--- src/rtl/smbus_word_pkg.sv ---
package smbus_word_pkg;

    localparam int NREG   = 4;
    localparam int BYTE_W = 8;
    localparam int WORD_W = 2 * BYTE_W;

    // Register numbers that select real storage; entry i maps to word i.
    localparam logic [NREG*BYTE_W-1:0] REG_NUM_LIST = {8'hFE, 8'h3F, 8'h15, 8'h14};

    // Index of the byte being framed after a start; saturates at the last value.
    localparam int BIDX_W          = 3;
    localparam logic [BIDX_W-1:0] BIDX_DEV  = 3'd0;
    localparam logic [BIDX_W-1:0] BIDX_REG  = 3'd1;
    localparam logic [BIDX_W-1:0] BIDX_LO   = 3'd2;
    localparam logic [BIDX_W-1:0] BIDX_HI   = 3'd3;
    localparam logic [BIDX_W-1:0] BIDX_XTRA = 3'd4;

    typedef enum logic [1:0] {
        ST_IDLE,
        ST_RX,
        ST_TX,
        ST_SKIP
    } bus_state_e;

    typedef struct packed {
        bus_state_e          st;
        logic [3:0]          bit_cnt;
        logic [BIDX_W-1:0]   bidx;
        logic                is_read;
        logic                ack_pend;
        logic                tx_second;
        logic                oe;
        logic [BYTE_W-1:0]   shreg;
        logic [BYTE_W-1:0]   tx_hi;
        logic [BYTE_W-1:0]   lo;
        logic [BYTE_W-1:0]   ptr;
    } slave_state_t;

endpackage

--- src/rtl/smbus_line_sync.sv ---
module smbus_line_sync #(
    parameter int WIDTH  = 2,
    parameter int STAGES = 2
) (
    input  logic             clk_i,
    input  logic             rst_ni,
    input  logic [WIDTH-1:0] raw_i,
    output logic [WIDTH-1:0] lvl_o,
    output logic [WIDTH-1:0] rise_o,
    output logic [WIDTH-1:0] fall_o
);

    logic [WIDTH-1:0] chain_d [STAGES];
    logic [WIDTH-1:0] chain_q [STAGES];
    logic [WIDTH-1:0] prev_d;
    logic [WIDTH-1:0] prev_q;

    always_comb begin
        chain_d[0] = raw_i;
        for (int i = 1; i < STAGES; i++) begin
            chain_d[i] = chain_q[i-1];
        end
        prev_d = chain_q[STAGES-1];
    end

    // Both bus lines rest high, so the flops reset high to avoid a false edge.
    always_ff @(posedge clk_i or negedge rst_ni) begin
        if (!rst_ni) begin
            for (int i = 0; i < STAGES; i++) begin
                chain_q[i] <= '1;
            end
            prev_q <= '1;
        end else begin
            for (int i = 0; i < STAGES; i++) begin
                chain_q[i] <= chain_d[i];
            end
            prev_q <= prev_d;
        end
    end

    assign lvl_o  = chain_q[STAGES-1];
    assign rise_o = chain_q[STAGES-1] & ~prev_q;
    assign fall_o = ~chain_q[STAGES-1] & prev_q;

endmodule

--- src/rtl/smbus_cond_detect.sv ---
module smbus_cond_detect (
    input  logic scl_lvl_i,
    input  logic sda_rise_i,
    input  logic sda_fall_i,
    output logic start_o,
    output logic stop_o
);

    // SDA may change while SCL is high only to frame a transfer.
    assign start_o = scl_lvl_i & sda_fall_i;
    assign stop_o  = scl_lvl_i & sda_rise_i;

endmodule

--- src/rtl/smbus_word_regfile.sv ---
module smbus_word_regfile
    import smbus_word_pkg::*;
#(
    parameter int                      N      = NREG,
    parameter int                      AW     = BYTE_W,
    parameter int                      DW     = WORD_W,
    parameter logic [N*AW-1:0]         NUMS   = REG_NUM_LIST
) (
    input  logic          clk_i,
    input  logic          rst_ni,
    input  logic [AW-1:0] num_i,
    input  logic          wr_en_i,
    input  logic [DW-1:0] wdata_i,
    output logic [DW-1:0] rdata_o,
    output logic [N-1:0]  hit_o
);

    logic [DW-1:0] word_d [N];
    logic [DW-1:0] word_q [N];

    for (genvar g = 0; g < N; g++) begin : g_slot
        assign hit_o[g] = (num_i == NUMS[g*AW +: AW]);

        always_comb begin
            word_d[g] = word_q[g];
            if (wr_en_i && hit_o[g]) begin
                word_d[g] = wdata_i;
            end
        end

        always_ff @(posedge clk_i or negedge rst_ni) begin
            if (!rst_ni) begin
                word_q[g] <= '0;
            end else begin
                word_q[g] <= word_d[g];
            end
        end
    end

    // A number that matches no slot reads as zero.
    always_comb begin
        rdata_o = '0;
        for (int i = 0; i < N; i++) begin
            if (hit_o[i]) begin
                rdata_o = rdata_o | word_q[i];
            end
        end
    end

endmodule

--- src/rtl/smbus_word_slave.sv ---
module smbus_word_slave
    import smbus_word_pkg::*;
#(
    parameter logic [6:0] DEV_ADDR    = 7'b0001001,
    parameter int         SYNC_STAGES = 2
) (
    input  logic clk_i,
    input  logic rst_ni,
    input  logic scl_i,
    input  logic sda_i,
    output logic sda_oe_o
);

    localparam int LN_SCL = 0;
    localparam int LN_SDA = 1;
    localparam logic [3:0] LAST_DATA_BIT = 4'd7;
    localparam logic [3:0] ACK_SLOT      = 4'd8;

    logic [1:0] lvl, rise, fall;
    logic       scl_s, sda_s, scl_rise, scl_fall;
    logic       start, stop;

    smbus_line_sync #(
        .WIDTH  (2),
        .STAGES (SYNC_STAGES)
    ) u_sync (
        .clk_i  (clk_i),
        .rst_ni (rst_ni),
        .raw_i  ({sda_i, scl_i}),
        .lvl_o  (lvl),
        .rise_o (rise),
        .fall_o (fall)
    );

    assign scl_s    = lvl[LN_SCL];
    assign sda_s    = lvl[LN_SDA];
    assign scl_rise = rise[LN_SCL];
    assign scl_fall = fall[LN_SCL];

    smbus_cond_detect u_cond (
        .scl_lvl_i  (scl_s),
        .sda_rise_i (rise[LN_SDA]),
        .sda_fall_i (fall[LN_SDA]),
        .start_o    (start),
        .stop_o     (stop)
    );

    slave_state_t        cur_q, nxt_d;
    logic                wr_en;
    logic [WORD_W-1:0]   rd_word;
    logic [NREG-1:0]     rf_hit;
    logic [BYTE_W-1:0]   byte_in;
    bus_state_e          st_q;

    smbus_word_regfile u_regs (
        .clk_i   (clk_i),
        .rst_ni  (rst_ni),
        .num_i   (cur_q.ptr),
        .wr_en_i (wr_en),
        .wdata_i ({cur_q.shreg, cur_q.lo}),
        .rdata_o (rd_word),
        .hit_o   (rf_hit)
    );

    assign byte_in = {cur_q.shreg[BYTE_W-2:0], sda_s};
    assign st_q    = cur_q.st;

    always_comb begin
        nxt_d = cur_q;
        wr_en = 1'b0;
        if (start) begin
            nxt_d.st        = ST_RX;
            nxt_d.bit_cnt   = '0;
            nxt_d.bidx      = BIDX_DEV;
            nxt_d.is_read   = 1'b0;
            nxt_d.ack_pend  = 1'b0;
            nxt_d.tx_second = 1'b0;
            nxt_d.oe        = 1'b0;
        end else if (stop) begin
            nxt_d.st       = ST_IDLE;
            nxt_d.bit_cnt  = '0;
            nxt_d.ack_pend = 1'b0;
            nxt_d.oe       = 1'b0;
        end else begin
            unique case (cur_q.st)
                ST_RX: begin
                    if (scl_rise) begin
                        if (cur_q.bit_cnt != ACK_SLOT) begin
                            nxt_d.shreg   = byte_in;
                            nxt_d.bit_cnt = cur_q.bit_cnt + 4'd1;
                            if (cur_q.bit_cnt == LAST_DATA_BIT) begin
                                nxt_d.ack_pend = 1'b1;
                                if (cur_q.bidx == BIDX_DEV) begin
                                    if (byte_in[BYTE_W-1:1] == DEV_ADDR) begin
                                        nxt_d.is_read = byte_in[0];
                                    end else begin
                                        nxt_d.st       = ST_SKIP;
                                        nxt_d.ack_pend = 1'b0;
                                    end
                                end else if (cur_q.bidx == BIDX_REG) begin
                                    nxt_d.ptr = byte_in;
                                end else if (cur_q.bidx == BIDX_LO) begin
                                    nxt_d.lo = byte_in;
                                end
                            end
                        end else begin
                            // Ninth clock: the acknowledge has been seen by the master.
                            nxt_d.bit_cnt  = '0;
                            nxt_d.ack_pend = 1'b0;
                            if (cur_q.bidx != BIDX_XTRA) begin
                                nxt_d.bidx = cur_q.bidx + 1'b1;
                            end
                            if (cur_q.bidx == BIDX_DEV && cur_q.is_read) begin
                                nxt_d.st        = ST_TX;
                                nxt_d.shreg     = rd_word[BYTE_W-1:0];
                                nxt_d.tx_hi     = rd_word[WORD_W-1:BYTE_W];
                                nxt_d.tx_second = 1'b0;
                            end
                            if (cur_q.bidx == BIDX_HI) begin
                                wr_en = 1'b1;
                            end
                        end
                    end else if (scl_fall) begin
                        nxt_d.oe = (cur_q.bit_cnt == ACK_SLOT) && cur_q.ack_pend;
                    end
                end
                ST_TX: begin
                    if (scl_rise) begin
                        if (cur_q.bit_cnt != ACK_SLOT) begin
                            nxt_d.shreg   = {cur_q.shreg[BYTE_W-2:0], 1'b0};
                            nxt_d.bit_cnt = cur_q.bit_cnt + 4'd1;
                        end else begin
                            nxt_d.bit_cnt = '0;
                            if (!sda_s && !cur_q.tx_second) begin
                                nxt_d.shreg     = cur_q.tx_hi;
                                nxt_d.tx_second = 1'b1;
                            end else begin
                                nxt_d.st = ST_SKIP;
                            end
                        end
                    end else if (scl_fall) begin
                        nxt_d.oe = (cur_q.bit_cnt != ACK_SLOT) && !cur_q.shreg[BYTE_W-1];
                    end
                end
                default: begin
                    nxt_d.oe = 1'b0;
                end
            endcase
        end
    end

    always_ff @(posedge clk_i or negedge rst_ni) begin
        if (!rst_ni) begin
            cur_q <= '{st: ST_IDLE, default: '0};
        end else begin
            cur_q <= nxt_d;
        end
    end

    assign sda_oe_o = cur_q.oe;

endmodule

--- config.mk ---
export PLATFORM = sky130hd
export DESIGN_NAME = smbus_word_slave
export DESIGN_NICKNAME = d
export VERILOG_FILES = /design/src/rtl/smbus_word_pkg.sv /design/src/rtl/smbus_line_sync.sv /design/src/rtl/smbus_cond_detect.sv /design/src/rtl/smbus_word_regfile.sv /design/src/rtl/smbus_word_slave.sv
export SDC_FILE = /design/constraint.sdc
export NUM_CORES = 1
export LEC_CHECK = 0
export BUFFER_PORTS_ARGS = -buffer_cell sky130_fd_sc_hd__buf_2
export CAP_MARGIN = 5
export CORE_ASPECT_RATIO = 1.2
export CORE_MARGIN = 3
export CORE_UTILIZATION = 30
export DETAILED_ROUTE_END_ITERATION = 16
export PLACE_DENSITY = 0.41
export SYNTH_ARGS = -nofsm -noshare
export SYNTH_HDL_FRONTEND = slang
export SYNTH_SLANG_ARGS = --single-unit
--- constraint.sdc ---
create_clock -name clk_i -period 2.7 [get_ports clk_i]
set_input_delay 0.135 -clock clk_i [delete_from_list [all_inputs] [get_ports clk_i]]
set_output_delay 0.135 -clock clk_i [all_outputs]
set_load 0.02 [all_outputs]
==> impl_metrics.env <==
export IMPL_drive_gt1_frac=0.3152
export IMPL_synth_most_common_cell="dfrtp_1"
export IMPL_hold_path_class="in -> async"
export IMPL_skew_ns=0.01071
export IMPL_cts_tree="yes"
export IMPL_avgSynthCellArea_um2=12.38
export IMPL_antenna_left=0
export IMPL_synth_edff_count=0
export IMPL_hpwl_mm=9.323
export IMPL_crit_path_max_incr_delay_ns=0.63
export IMPL_clk_pin_slew_worst_paths_ns=0.05
export IMPL_cts_sinks=115
export IMPL_port_buffers=4
export IMPL_cts_buffer_depth=2
export IMPL_dr_pass1_iters=4
export IMPL_synth_cells=445
export IMPL_die_w_um=129.7
export IMPL_grt_usage=0.1487
export IMPL_cts_buffers=17
export IMPL_peakVddDrop_mv=0.4068
export IMPL_drv_slew=0
export IMPL_syn_num_nets=458
export IMPL_htree_num_levels=4
export IMPL_startpoint_type="flip-flop"
export IMPL_area_growth_pct=15.62
export IMPL_synth_top_area_share=0.4950
export IMPL_multi_input_area_um2=2434
export IMPL_synth_cell_types=62
export IMPL_cp_arrival_ns=2.64
export IMPL_dp_slack_ns=0.3879
export IMPL_start_util=0.3101
export IMPL_drc=0
export IMPL_hold_slack_ns=0.3423
export IMPL_hold_viol_final=0
export IMPL_fmax_ghz=0.4272
export IMPL_worst_pin_slew_ns=0.8089
export IMPL_io_pins=5
export IMPL_power_total_mw=4.567
export IMPL_grt_first_pass_wirelength_mm=22.42
export IMPL_synth_warnings=0
export IMPL_critPathRequiredTime_ns=2.99
export IMPL_tns_ns=0
export IMPL_drt_iter0_markers=256
export IMPL_routed_via_count=3613
export IMPL_path_cells="xnor2_1 -> and3_1 -> nand3_2 -> nor2_4 -> buf_4 -> mux2_2"
export IMPL_yosys_area_top_type="dfrtp_1"
export IMPL_vias_per_cell=5.169
export IMPL_grt_max_degree=58
export IMPL_core_um2=17770
export IMPL_cts_root_buf="clkbuf_16"
export IMPL_ys_seq_area_frac=0.5236
export IMPL_synth_ff_type="dfrtp_1"
export IMPL_crit_path_end_kind="flip-flop"
export IMPL_wl_per_cell_um=20.06
export IMPL_criticalPathCategory="reg -> reg"
export IMPL_synthArstFlopShare=1.000
export IMPL_status="finished clean"
export IMPL_rsz0062_at_grt="no"
export IMPL_die_h_um=154.5
export IMPL_dieArea_um2=20040
export IMPL_clk_latency_ns=0.42
export IMPL_min_period_over_period=0.8669
export IMPL_globalRouteOverflowTotal=0
export IMPL_leakage_nw=2.835
export IMPL_routed_wl_mm=14.02
export IMPL_cp_max_fo=16
export IMPL_gp_congestion=0.7727
export IMPL_seq_area_um2=2885
export IMPL_grt_pass1_vias=3817
export IMPL_final_min_clock_period_ns=2.341
export IMPL_max_cap_violations=0
export IMPL_grt_antenna_before_repair=0
export IMPL_setup_violations=0
export IMPL_synth_area_um2=5510
export IMPL_finalNetCount=480
export IMPL_ys_ff_latch=115
export IMPL_fp_row_count=53
export IMPL_n_antenna_cell=0
export IMPL_fin_ws_ns=0.3594
export IMPL_slew_headroom=0.4607
export IMPL_synth_top_cells_by_area="dfrtp_1, mux2_2, dfstp_2"
export IMPL_fillers=1717
export IMPL_synth_top_cells_by_count="dfrtp_1, mux2_2, nand2_1"
export IMPL_p_per_area_nw_per_um2=716.9
export IMPL_critical_path_slowest_cell="dfstp_2"
-- sequential cells by signal (all words and copies together), names as in the netlist --
register and count:
u_sync.lvl_o 2, u_regs.word_q 64, cur_q 35, u_sync.chain_d 2, u_sync.prev_q 2, sda_oe_o 1
st_q 2, byte_in 7
-- power breakdown --
group | internal (mW) | switching [mW]
Clock | 1.21 | 0.815
Sequential | 1.80 | 0.147
Combinational | 0.218 | 0.372
-- final cells by class --
type	instances	share of cell area
clock inverter	12	0.01316
multi-input combinational	296	0.3820
clock buffer	19	0.07109
inverter	10	0.005892
timing repair buffer	27	0.03181
sequential	115	0.4529
tap	220	0.04321
-- what timing repair did --
| item | 4_1_cts | 5_1_grt |
|---|---|---|
| gates resized for setup | 0 | 0 |
| setup buffers | 0 | 0 |
| setup endpoints to repair | 0 | 0 |
| hold buffers | 3 | 0 |
| hold endpoints to repair | 50 | 0 |
-- cells in the final DEF, fill, tap and decap left out, types with 4 or more instances in the layout --
cell,n
a21oi_1,15
a221oi_1,4
a222oi_1,5
a22o_1,6
a32o_1,4
buf_4,21
clkbuf_16,17
clkinv_2,4
clkinvlp_4,5
dfrtp_1,109
dfstp_2,6
ha_1,9
inv_1,10
mux2_2,72
mux2_4,10
mux2i_1,8
nand2_1,27
nand2b_1,4
nand3_1,7
nand3b_1,10
nor2_1,18
o21ai_0,22
o31ai_1,14
-- worst max-delay path: cells and delay by family, from the launching register on --
family,cells,cell delay (ns)
AND/OR/NAND/NOR,3,0.76
flip-flops,1,0.63
multiplexers,1,0.37
buffers and inverters,1,0.27
XOR/XNOR,1,0.19
-- routing by layer --
layer | wire, um | GRT usage
met5 | 0 | 0
met1 | 6295 | 0.1867
met4 | 251 | 0.05446
met3 | 271 | 0.03523
met2 | 7202 | 0.2477
-- kinds of logic after synthesis --
kind of cell	Yosys count	synth area share
xor gates and xnor gates	1	0.001590
and+or+nand+nor	95	0.09946
buffers and inverters	34	0.03474
muxes	92	0.1930
adders and majority gates	10	0.02225
DFF	115	0.5236
AOI/OAI and AO/OA	98	0.1253
-- stage by stage --
step	std cells	util	area (um^2)
detailed placement	665	0.3266	5804
global placement	665	0.3266	5804
finish	699	0.3585	6371
CTS	699	0.3585	6371
global route	699	0.3585	6371
floorplan	445	-	5510
-- path summary, 6_finish.rpt --
kind                                   start  slack, ns           endpoint  cells past startpoint
max                          u_sync.lvl_o[1]       0.36  u_regs.word_q[47]                      6
min                                   rst_ni       0.34           cur_q[6]                      2
max reg2reg                  u_sync.lvl_o[1]       0.36  u_regs.word_q[47]                      6
min reg2reg                u_sync.chain_d[0]       0.35    u_sync.lvl_o[0]                      0
max in group asynchronous             rst_ni       1.56           cur_q[5]                      3
min in group clk_i         u_sync.chain_d[0]       0.35    u_sync.lvl_o[0]                      0
(Power assumes the default switching activity.)
